## src/rtl/mgmt_pkg.sv

```systemverilog
package mgmt_pkg;
  localparam int PRE_BITS  = 32;
  localparam int WORD_BITS = 32;
  localparam int DATA_BITS = 16;
  localparam int MDC_DIV   = 48;

  localparam logic [1:0] OPC_READ = 2'b10;

  localparam logic [1:0] SEL_MAINT = 2'd0;
  localparam logic [1:0] SEL_STAT  = 2'd1;
  localparam int IDLE_BIT = 2;
endpackage

```

## src/rtl/mdc_clkdiv.sv

```systemverilog
module mdc_clkdiv #(
  parameter int DIV = mgmt_pkg::MDC_DIV
) (
  input  logic clk,
  input  logic rst,
  input  logic run,
  output logic mdc,
  output logic rise_tk,
  output logic fall_tk
);
  localparam int HALF = DIV / 2;
  localparam int CW   = $clog2(DIV);

  logic [CW-1:0] cnt;

  assign rise_tk = run && (cnt == CW'(HALF - 1));
  assign fall_tk = run && (cnt == CW'(DIV - 1));

  always_ff @(posedge clk) begin
    if (rst || !run) begin
      cnt <= '0;
      mdc <= 1'b0;
    end else if (fall_tk) begin
      cnt <= '0;
      mdc <= 1'b0;
    end else begin
      cnt <= cnt + 1'b1;
      if (rise_tk) mdc <= 1'b1;
    end
  end

  // clock parks low once the engine stops
  p_mdc_low_idle_r10: assert property (@(posedge clk) disable iff (rst)
    !run |=> !mdc);
endmodule

```

## src/rtl/frame_serdes.sv

```systemverilog
module frame_serdes #(
  parameter int PRE_LEN = mgmt_pkg::PRE_BITS,
  parameter int WORD_W  = mgmt_pkg::WORD_BITS,
  parameter int DATA_W  = mgmt_pkg::DATA_BITS
) (
  input  logic              clk,
  input  logic              rst,
  input  logic              start,
  input  logic [WORD_W-1:0] start_word,
  input  logic              rise_tk,
  input  logic              fall_tk,
  input  logic              mdio_i,
  output logic              busy,
  output logic              done,
  output logic              mdio_o,
  output logic              mdio_oe,
  output logic [DATA_W-1:0] rd_data
);
  localparam int TOTAL = PRE_LEN + WORD_W;
  localparam int LAST  = TOTAL - 1;
  localparam int REL   = TOTAL - DATA_W - 1;
  localparam int OPH   = WORD_W - 3;
  localparam int BW    = $clog2(TOTAL);

  logic [TOTAL-1:0] shreg;
  logic [TOTAL-1:0] new_frame;
  logic [BW-1:0]    bitcnt;
  logic [BW-1:0]    nxt;
  logic             is_rd;

  assign new_frame = {{PRE_LEN{1'b1}}, start_word};
  assign nxt       = bitcnt + 1'b1;
  assign done      = busy && fall_tk && (bitcnt == BW'(LAST));

  always_ff @(posedge clk) begin
    if (rst) begin
      busy    <= 1'b0;
      bitcnt  <= '0;
      shreg   <= '0;
      is_rd   <= 1'b0;
      mdio_o  <= 1'b1;
      mdio_oe <= 1'b0;
      rd_data <= '0;
    end else if (start && !busy) begin
      busy    <= 1'b1;
      bitcnt  <= '0;
      shreg   <= new_frame;
      is_rd   <= (start_word[OPH -: 2] == mgmt_pkg::OPC_READ);
      mdio_o  <= new_frame[LAST];
      mdio_oe <= 1'b1;
    end else if (busy) begin
      if (rise_tk && is_rd && (bitcnt > BW'(REL)))
        rd_data <= {rd_data[DATA_W-2:0], mdio_i};
      if (fall_tk) begin
        if (bitcnt == BW'(LAST)) begin
          busy    <= 1'b0;
          mdio_o  <= 1'b1;
          mdio_oe <= 1'b0;
        end else begin
          bitcnt  <= nxt;
          mdio_o  <= shreg[LAST - int'(nxt)];
          mdio_oe <= !(is_rd && (nxt >= BW'(REL)));
        end
      end
    end
  end

  // line is released whenever no frame runs
  p_oe_low_idle_r4: assert property (@(posedge clk) disable iff (rst)
    !busy |-> !mdio_oe);
  // a non-read frame drives every slot
  p_wr_driven_r4: assert property (@(posedge clk) disable iff (rst)
    (busy && !is_rd) |-> mdio_oe);
  // data moves only on a falling management clock
  p_data_on_fall_r3: assert property (@(posedge clk) disable iff (rst)
    (busy && !fall_tk) |=> $stable(mdio_o));
endmodule

```

## src/rtl/mgmt_frame_ctrl.sv

```systemverilog
module mgmt_frame_ctrl #(
  parameter int DIV     = mgmt_pkg::MDC_DIV,
  parameter int PRE_LEN = mgmt_pkg::PRE_BITS,
  parameter int WORD_W  = mgmt_pkg::WORD_BITS,
  parameter int DATA_W  = mgmt_pkg::DATA_BITS
) (
  input  logic              clk,
  input  logic              rst,
  input  logic              mgmt_en,
  input  logic              reg_wr,
  input  logic [1:0]        reg_sel,
  input  logic [WORD_W-1:0] reg_wdata,
  output logic [WORD_W-1:0] reg_rdata,
  output logic              mdc,
  output logic              mdio_o,
  output logic              mdio_oe,
  input  logic              mdio_i
);
  import mgmt_pkg::*;
  localparam int OPH = WORD_W - 3;

  logic              busy, done, accept, rise_tk, fall_tk;
  logic [DATA_W-1:0] rd_data;
  logic [WORD_W-1:0] word_q;

  assign accept = reg_wr && (reg_sel == SEL_MAINT) && mgmt_en && !busy;

  mdc_clkdiv #(.DIV(DIV)) u_div (
    .clk(clk), .rst(rst), .run(busy),
    .mdc(mdc), .rise_tk(rise_tk), .fall_tk(fall_tk)
  );

  frame_serdes #(.PRE_LEN(PRE_LEN), .WORD_W(WORD_W), .DATA_W(DATA_W)) u_ser (
    .clk(clk), .rst(rst), .start(accept), .start_word(reg_wdata),
    .rise_tk(rise_tk), .fall_tk(fall_tk), .mdio_i(mdio_i),
    .busy(busy), .done(done), .mdio_o(mdio_o), .mdio_oe(mdio_oe),
    .rd_data(rd_data)
  );

  always_ff @(posedge clk) begin
    if (rst) begin
      word_q <= '0;
    end else if (accept) begin
      word_q <= reg_wdata;
    end else if (done && (word_q[OPH -: 2] == OPC_READ)) begin
      word_q[DATA_W-1:0] <= rd_data;
    end
  end

  always_ff @(posedge clk) begin
    if (rst) begin
      reg_rdata <= '0;
    end else begin
      case (reg_sel)
        SEL_MAINT: reg_rdata <= word_q;
        SEL_STAT:  reg_rdata <= WORD_W'(!busy) << IDLE_BIT;
        default:   reg_rdata <= '0;
      endcase
    end
  end

  // the stored word holds through a frame until its final slot
  p_word_hold_busy_r9: assert property (@(posedge clk) disable iff (rst)
    (busy && !done) |=> $stable(word_q));
  // no frame starts while the port is disabled
  p_enable_gate_r8: assert property (@(posedge clk) disable iff (rst)
    (!mgmt_en && !busy) |=> !busy);
endmodule

```

## config.mk

```make
export PLATFORM = sky130hd
export DESIGN_NAME = mgmt_frame_ctrl
export DESIGN_NICKNAME = d
export VERILOG_FILES = /design/src/rtl/mgmt_pkg.sv /design/src/rtl/mdc_clkdiv.sv /design/src/rtl/frame_serdes.sv /design/src/rtl/mgmt_frame_ctrl.sv
export SDC_FILE = /design/constraint.sdc
export NUM_CORES = 1
export LEC_CHECK = 0
export ABC_CLOCK_PERIOD_IN_PS = 2600
export BUFFER_PORTS_ARGS = -buffer_cell sky130_fd_sc_hd__buf_2
export CAP_MARGIN = 20
export CORE_MARGIN = 5
export CORE_UTILIZATION = 56
export DETAILED_ROUTE_END_ITERATION = 7
export PLACE_DENSITY_LB_ADDON = 0.2
export SYNTH_ARGS = -nofsm -noshare
export SYNTH_HDL_FRONTEND = slang
export SYNTH_SLANG_ARGS = --single-unit
```

## constraint.sdc

```tcl
create_clock -name clk -period 2.6 [get_ports clk]
set_input_delay 0.52 -clock clk [delete_from_list [all_inputs] [get_ports clk]]
set_output_delay 0.52 -clock clk [all_outputs]
set_load 0.02 [all_outputs]
```

; ---- Word-level counts from Yosys, hierarchy flattened
; Index checks and enable logic that the tools add are counted.
[op_classes]
n_addsub = 3
order_cmp = 3
n_eq_ne = 6
mux = 15
n_bitwise = 2
reduce_logical = 25
[ops]
columns = cell, n
row1 = one-hot mux 32 bit (2 select lines), 1
row2 = "less-than comparator 32 x 8 -> 1 bit, second input constant", 1
row3 = 2-to-1 mux 16 bit, 2
row4 = "adder 6 x 1 -> 6 bit, second input constant", 2
row5 = "== test 6 bit, second input constant", 2
row6 = logical AND 1 bit, 12
row7 = 2-to-1 mux 1 bit, 11
row8 = "subtractor 6 x 6 -> 7 bit, first input constant", 1
row9 = binary-select mux 1 bit (select 6 bit), 1
row10 = "== test 6 x 5 -> 1 bit, second input constant", 1
row11 = "greater-or-equal comparator 6 bit, second input constant", 1
row12 = "> comparator 6 bit, second input constant", 1
row13 = AND reduction 3 bit, 2
row14 = nonzero test 2 bit, 3
row15 = "== test 2 bit, second input constant", 2
row16 = AND reduction 2 bit, 2
row17 = OR reduction 2 bit, 2
row18 = "== test 2 x 1 -> 1 bit, second input constant", 1
row19 = logical NOT 1 bit, 2
row20 = logical NOT 2 bit, 1
row21 = inverter 1 bit, 2
row22 = logical OR 1 bit, 1
[totals]
ff_bits = 130
word_cells = 66

; ---- Depth between registers and ports, before layout
[depth]
depth_word = 8
ltp_mapped = 8
ltp_nobuf = 7

; ---- Hierarchy
; A second synthesis with hierarchy kept.
[hier_totals]
cells_unflattened = 570
area_unflattened_um2 = 5108.6
[modules_own_cells]
columns = module, instances, cells_each, area_each_um2, seq_area_each_um2
row1 = frame_serdes, 1, 302, 2501.1, 1181.1
row2 = mgmt_frame_ctrl, 1, 238, 2303.5, 1281.2
row3 = mdc_clkdiv, 1, 30, 304.0, 140.1

; ---- Worst setup path before layout
; OpenSTA, ideal clock, no wires.
[synth_timing]
kind = reg2reg
startpoint = reg u_ser.bitcnt[0]
endpoint = reg u_ser.mdio_o
arrival_ps = 2054
t_required_ps = 2542
path_slack_ps = 489
stages_incl_launch_ff = 9
synth_period_minus_slack_ps = 2111
path_cell_list = dfxtp_1 buf_2 inv_1 ha_1 buf_4 mux2i_1 mux4_2 a22oi_1 a31o_2
[synth_between]
elab_chain_cells = 6
word_cells_on_any_way = 7
cone_classes = add/sub: 2 / eq/ne: 1 / mux: 4
[synth_lines]
columns = item, line
row1 = "start, declared", frame_serdes.sv:27  ; logic [BW-1:0] bitcnt;
row2 = "start signal, assigned", frame_serdes.sv:60  ; bitcnt <= nxt;
row3 = adder 6 x 1 -> 6 bit, frame_serdes.sv:32  ; assign nxt = bitcnt + 1'b1;
row4 = named net u_ser.nxt[0], frame_serdes.sv:28  ; logic [BW-1:0] nxt;
row5 = subtractor 6 x 6 -> 7 bit, frame_serdes.sv:61  ; mdio_o <= shreg[LAST - int'(nxt)];
row6 = binary-select mux 1 bit (select 6 bit), frame_serdes.sv:61
row7 = 2-to-1 mux 1 bit (not written as such) (2 in series), frame_serdes.sv:61
row8 = 2-to-1 mux 1 bit, frame_serdes.sv:55  ; if (bitcnt == BW'(LAST)) begin
row9 = "end signal, assigned", frame_serdes.sv:49  ; mdio_o <= new_frame[LAST];
row10 = "end signal, assigned", frame_serdes.sv:61
row11 = "end, declared", frame_serdes.sv:15  ; output logic mdio_o,
; The timed path passes the listed nets, and every way through them passes these cells. The select of a mux whose other input is x is not followed.
; A chain may end at the register's enable or synchronous reset.

; ---- Worst setup path after layout
; Ends and elaborated chain as after synthesis.

==> qor.csv <==
stage;metric;value;unit
logic_synthesis;syn_nets;550;
grt;grt_pass1_wl;16700;µm
cells_and_area;fillers;680;
critical_path;path_cells;inv_1 > ha_1 > buf_4 > mux4_2 > mux2i_1 > and3_1 > a211oi_1 > a31o_2;
critical_path;cp_slowest_cell;ha_1;
routing;wl;10000;µm
run;drv_cap;0;
cts;cts_hold_buf;0;
grt;grt.overflow.total;0;
logic_synthesis;synth_async_sr_flop_share;0;%
critical_path;max_stage_delay;520;ps
grt;first_global_vias;3527;
routing;firstDrtPassIters;4;
sta;hold_viol;0;
grt;antenna_found_initial;0;
sta;finalSetupTns;0;ps
logic_synthesis;yosysSeqAreaShare;53.7;%
routing;ant_nets;0;
cts;cts_setup_buffers;0;
logic_synthesis;synth_edf_count;0;
cts;cts_resized;0;
critical_path;cp_max_fo;8;
cts;clk_path_buf_depth;2;
routing;avgViaCountPerCell;5.34;
logic_synthesis;synth_area_per_cell;9.53;µm²
sta;relSlewSlack;44.4;%
cts;cts_buffers;17;
cells_and_area;area_growth;20.9;%
sta;rsz0062_at_grt;no;
power_and_ir_drop;p_leak;0.00244;µW
sta;skew;10.4;ps
routing;routedWlPerCell;14.4;µm
sta;min_period;2180;ps
logic_synthesis;syn_area;0.00484;mm²
cts;clk_latency;520;ps
die;die_h;103;µm
sta;setup_viol;0;
critical_path;worstSetupStartpointType;flop;
power_and_ir_drop;powerDensity;754;mW/mm²
power_and_ir_drop;peakVddDrop;0.425;mV
cts;htreeDepth;4;
logic_synthesis;ys_seq_elements;130;
die;die_area;0.0106;mm²
die;initial_core_util;56.3;%
critical_path;worstPathArrival;2590;ps
die;core-area;0.00859;mm²
placement;routabilityCongestion;0.803;
routing;drt-initial-drc-count;151;
routing;wl_met3;468;µm
routing;routed.top_layer;met4;
status;outcome;finished clean;
hold_path;hold_class;input port to flop;
placement;hpwl;6620;µm
cts;cts_root_buffer;clkbuf_8;
placement;io_buffers;73;
critical_path;crit_type;flop to flop;
logic_synthesis;synthCells;508;
grt;grt_usage;20.1;%
sta;max_slew.worst_pin.slew;835;ps
cts;cts.sinks;130;
cts;cts_tree;done;
critical_path;required;3010;ps
cells_and_area;drive_gt1_share;21.7;%
grt;grt_max_degree;84;
routing;met1_length;4570;µm
sta;period_share;83.8;%
logic_synthesis;yosys.cell_types.count;37;
cts;path_clk_slew;60;ps
die;num_io_pins;74;
logic_synthesis;ys_warn_count;0;
routing;vias;3725;
sta;fmax;459;MHz
cells_and_area;antennaDiodeCount;0;
logic_synthesis;synth_flop_cell;dfxtp_1;
cells_and_area;final_area;0.00585;mm²
placement;placed_area;0.00528;mm²
routing;drc;0;
sta;maxSlewViolCount;0;
die;std_cell_rows;34;
routing;dr_wl_met2;4890;µm
cells_and_area;nNetsFinal;619;
die;die_w;103;µm
critical_path;end_kind;flop;
[cell usage in the layout (no fill, tap or decap), types with 3 or more instances in the layout]
master,Yosys,layout
and3_1,4,4
nand3_1,6,6
clkinvlp_4,0,3
nor2_1,51,51
a21oi_1,50,50
a211oi_1,17,17
buf_4,3,10
inv_1,3,3
clkinv_4,0,4
xor2_1,5,5
mux2i_1,42,42
o21ai_0,4,4
mux4_2,6,6
nand2_1,88,88
xnor2_1,6,6
clkinv_2,0,4
and2_1,31,31
nor3_1,6,5
ha_1,3,3
buf_2,3,73
clkbuf_16,0,16
dfxtp_1,130,130
[per-layer routing]
layer	up-vias	track usage [%]
li1	1865	-
met1	1765	27.1
met2	86	30.5
met3	9	5.95
met4	0	7.47
met5	-	0
[cell type report]
class,count,area (µm²),area share (%)
flip-flops and latches,130,2600,44.5
repair buffers,83,440,7.52
multi-input cells,342,2090,35.8
clock buffers,19,432,7.37
inverters,3,11.3,0.192
well taps,108,135,2.31
clock inverters,13,138,2.35
[metrics by stage]
step | hold slack, ps | std cells | setup WS, ps | util (%) | power [µW]
6_report | 246 | 698 | 422 | 68.1 | 4420
2_1_floorplan | 413 | 508 | 489 | - | 2150
5_1_grt | 225 | 698 | 264 | 68.1 | 4580
3_5_place_dp | 436 | 666 | 416 | 61.5 | 2220
4_1_cts | 226 | 698 | 418 | 68.1 | 4460
3_3_place_gp | 426 | 666 | 494 | 61.5 | 2210
[critical path, delay by kind of cell (launching register included)]
family,cells,cell delay [ps]
mux,2,430
simple gates,1,170
buf+inv,2,320
compound gates,2,310
flops,1,320
fa+ha+maj,1,520
[Yosys cell counts, drive strengths merged, types with 3 or more instances]
cell type | instances | area share, %
nor3 | 6 | 0.62
mux2i | 42 | 8.7
xnor2 | 6 | 1.1
nand3 | 6 | 0.62
a211oi | 17 | 2.6
and3 | 4 | 0.52
nor2 | 51 | 4.0
clkbuf | 26 | 2.0
ha | 3 | 0.78
a21oi | 50 | 5.2
dfxtp | 130 | 54
inv | 3 | 0.23
mux4 | 6 | 2.8
and2 | 31 | 4.0
o21ai | 4 | 0.41
xor2 | 6 | 1.2
buf | 7 | 1.0
nand2 | 88 | 6.8
[worst paths after layout]
kind / start / endpoint / slack (ps) / depth (start not counted)
setup / recovery: u_ser.bitcnt[0]$_SDFFE_PP0P_ / u_ser.mdio_o$_SDFFE_PP1P_ / 420 / 8
hold / removal: mdio_i / u_ser.rd_data[0]$_SDFFE_PP0P_ / 250 / 3
setup reg to reg: u_ser.bitcnt[0]$_SDFFE_PP0P_ / u_ser.mdio_o$_SDFFE_PP1P_ / 420 / 8
hold reg to reg: u_div.cnt[0]$_SDFF_PP0_ / u_div.cnt[0]$_SDFF_PP0_ / 450 / 1
[sequential cells by signal, summed over array words and instances (netlist names), 6 cells and up]
register and count:
u_ser.rd_data 16, word_q 32, u_ser.bitcnt 6, u_ser.shreg 33, reg_rdata 32, u_div.cnt 6
[power breakdown]
part	switching, µW	internal, µW
combinational	84.3	53.3
sequential	14.7	2020
clock	856	1380
[kinds of logic after synthesis]
group	after synthesis	synth area share [%]
and+or+nand+nor	198	18.6
xor gates and xnor gates	12	2.33
AOI/OAI and AO/OA	81	9.87
adders and majority gates	3	0.775
DFF	130	53.7
muxes	48	11.5
buffers and inverters	36	3.26
Power figures use the tool's default switching activity.
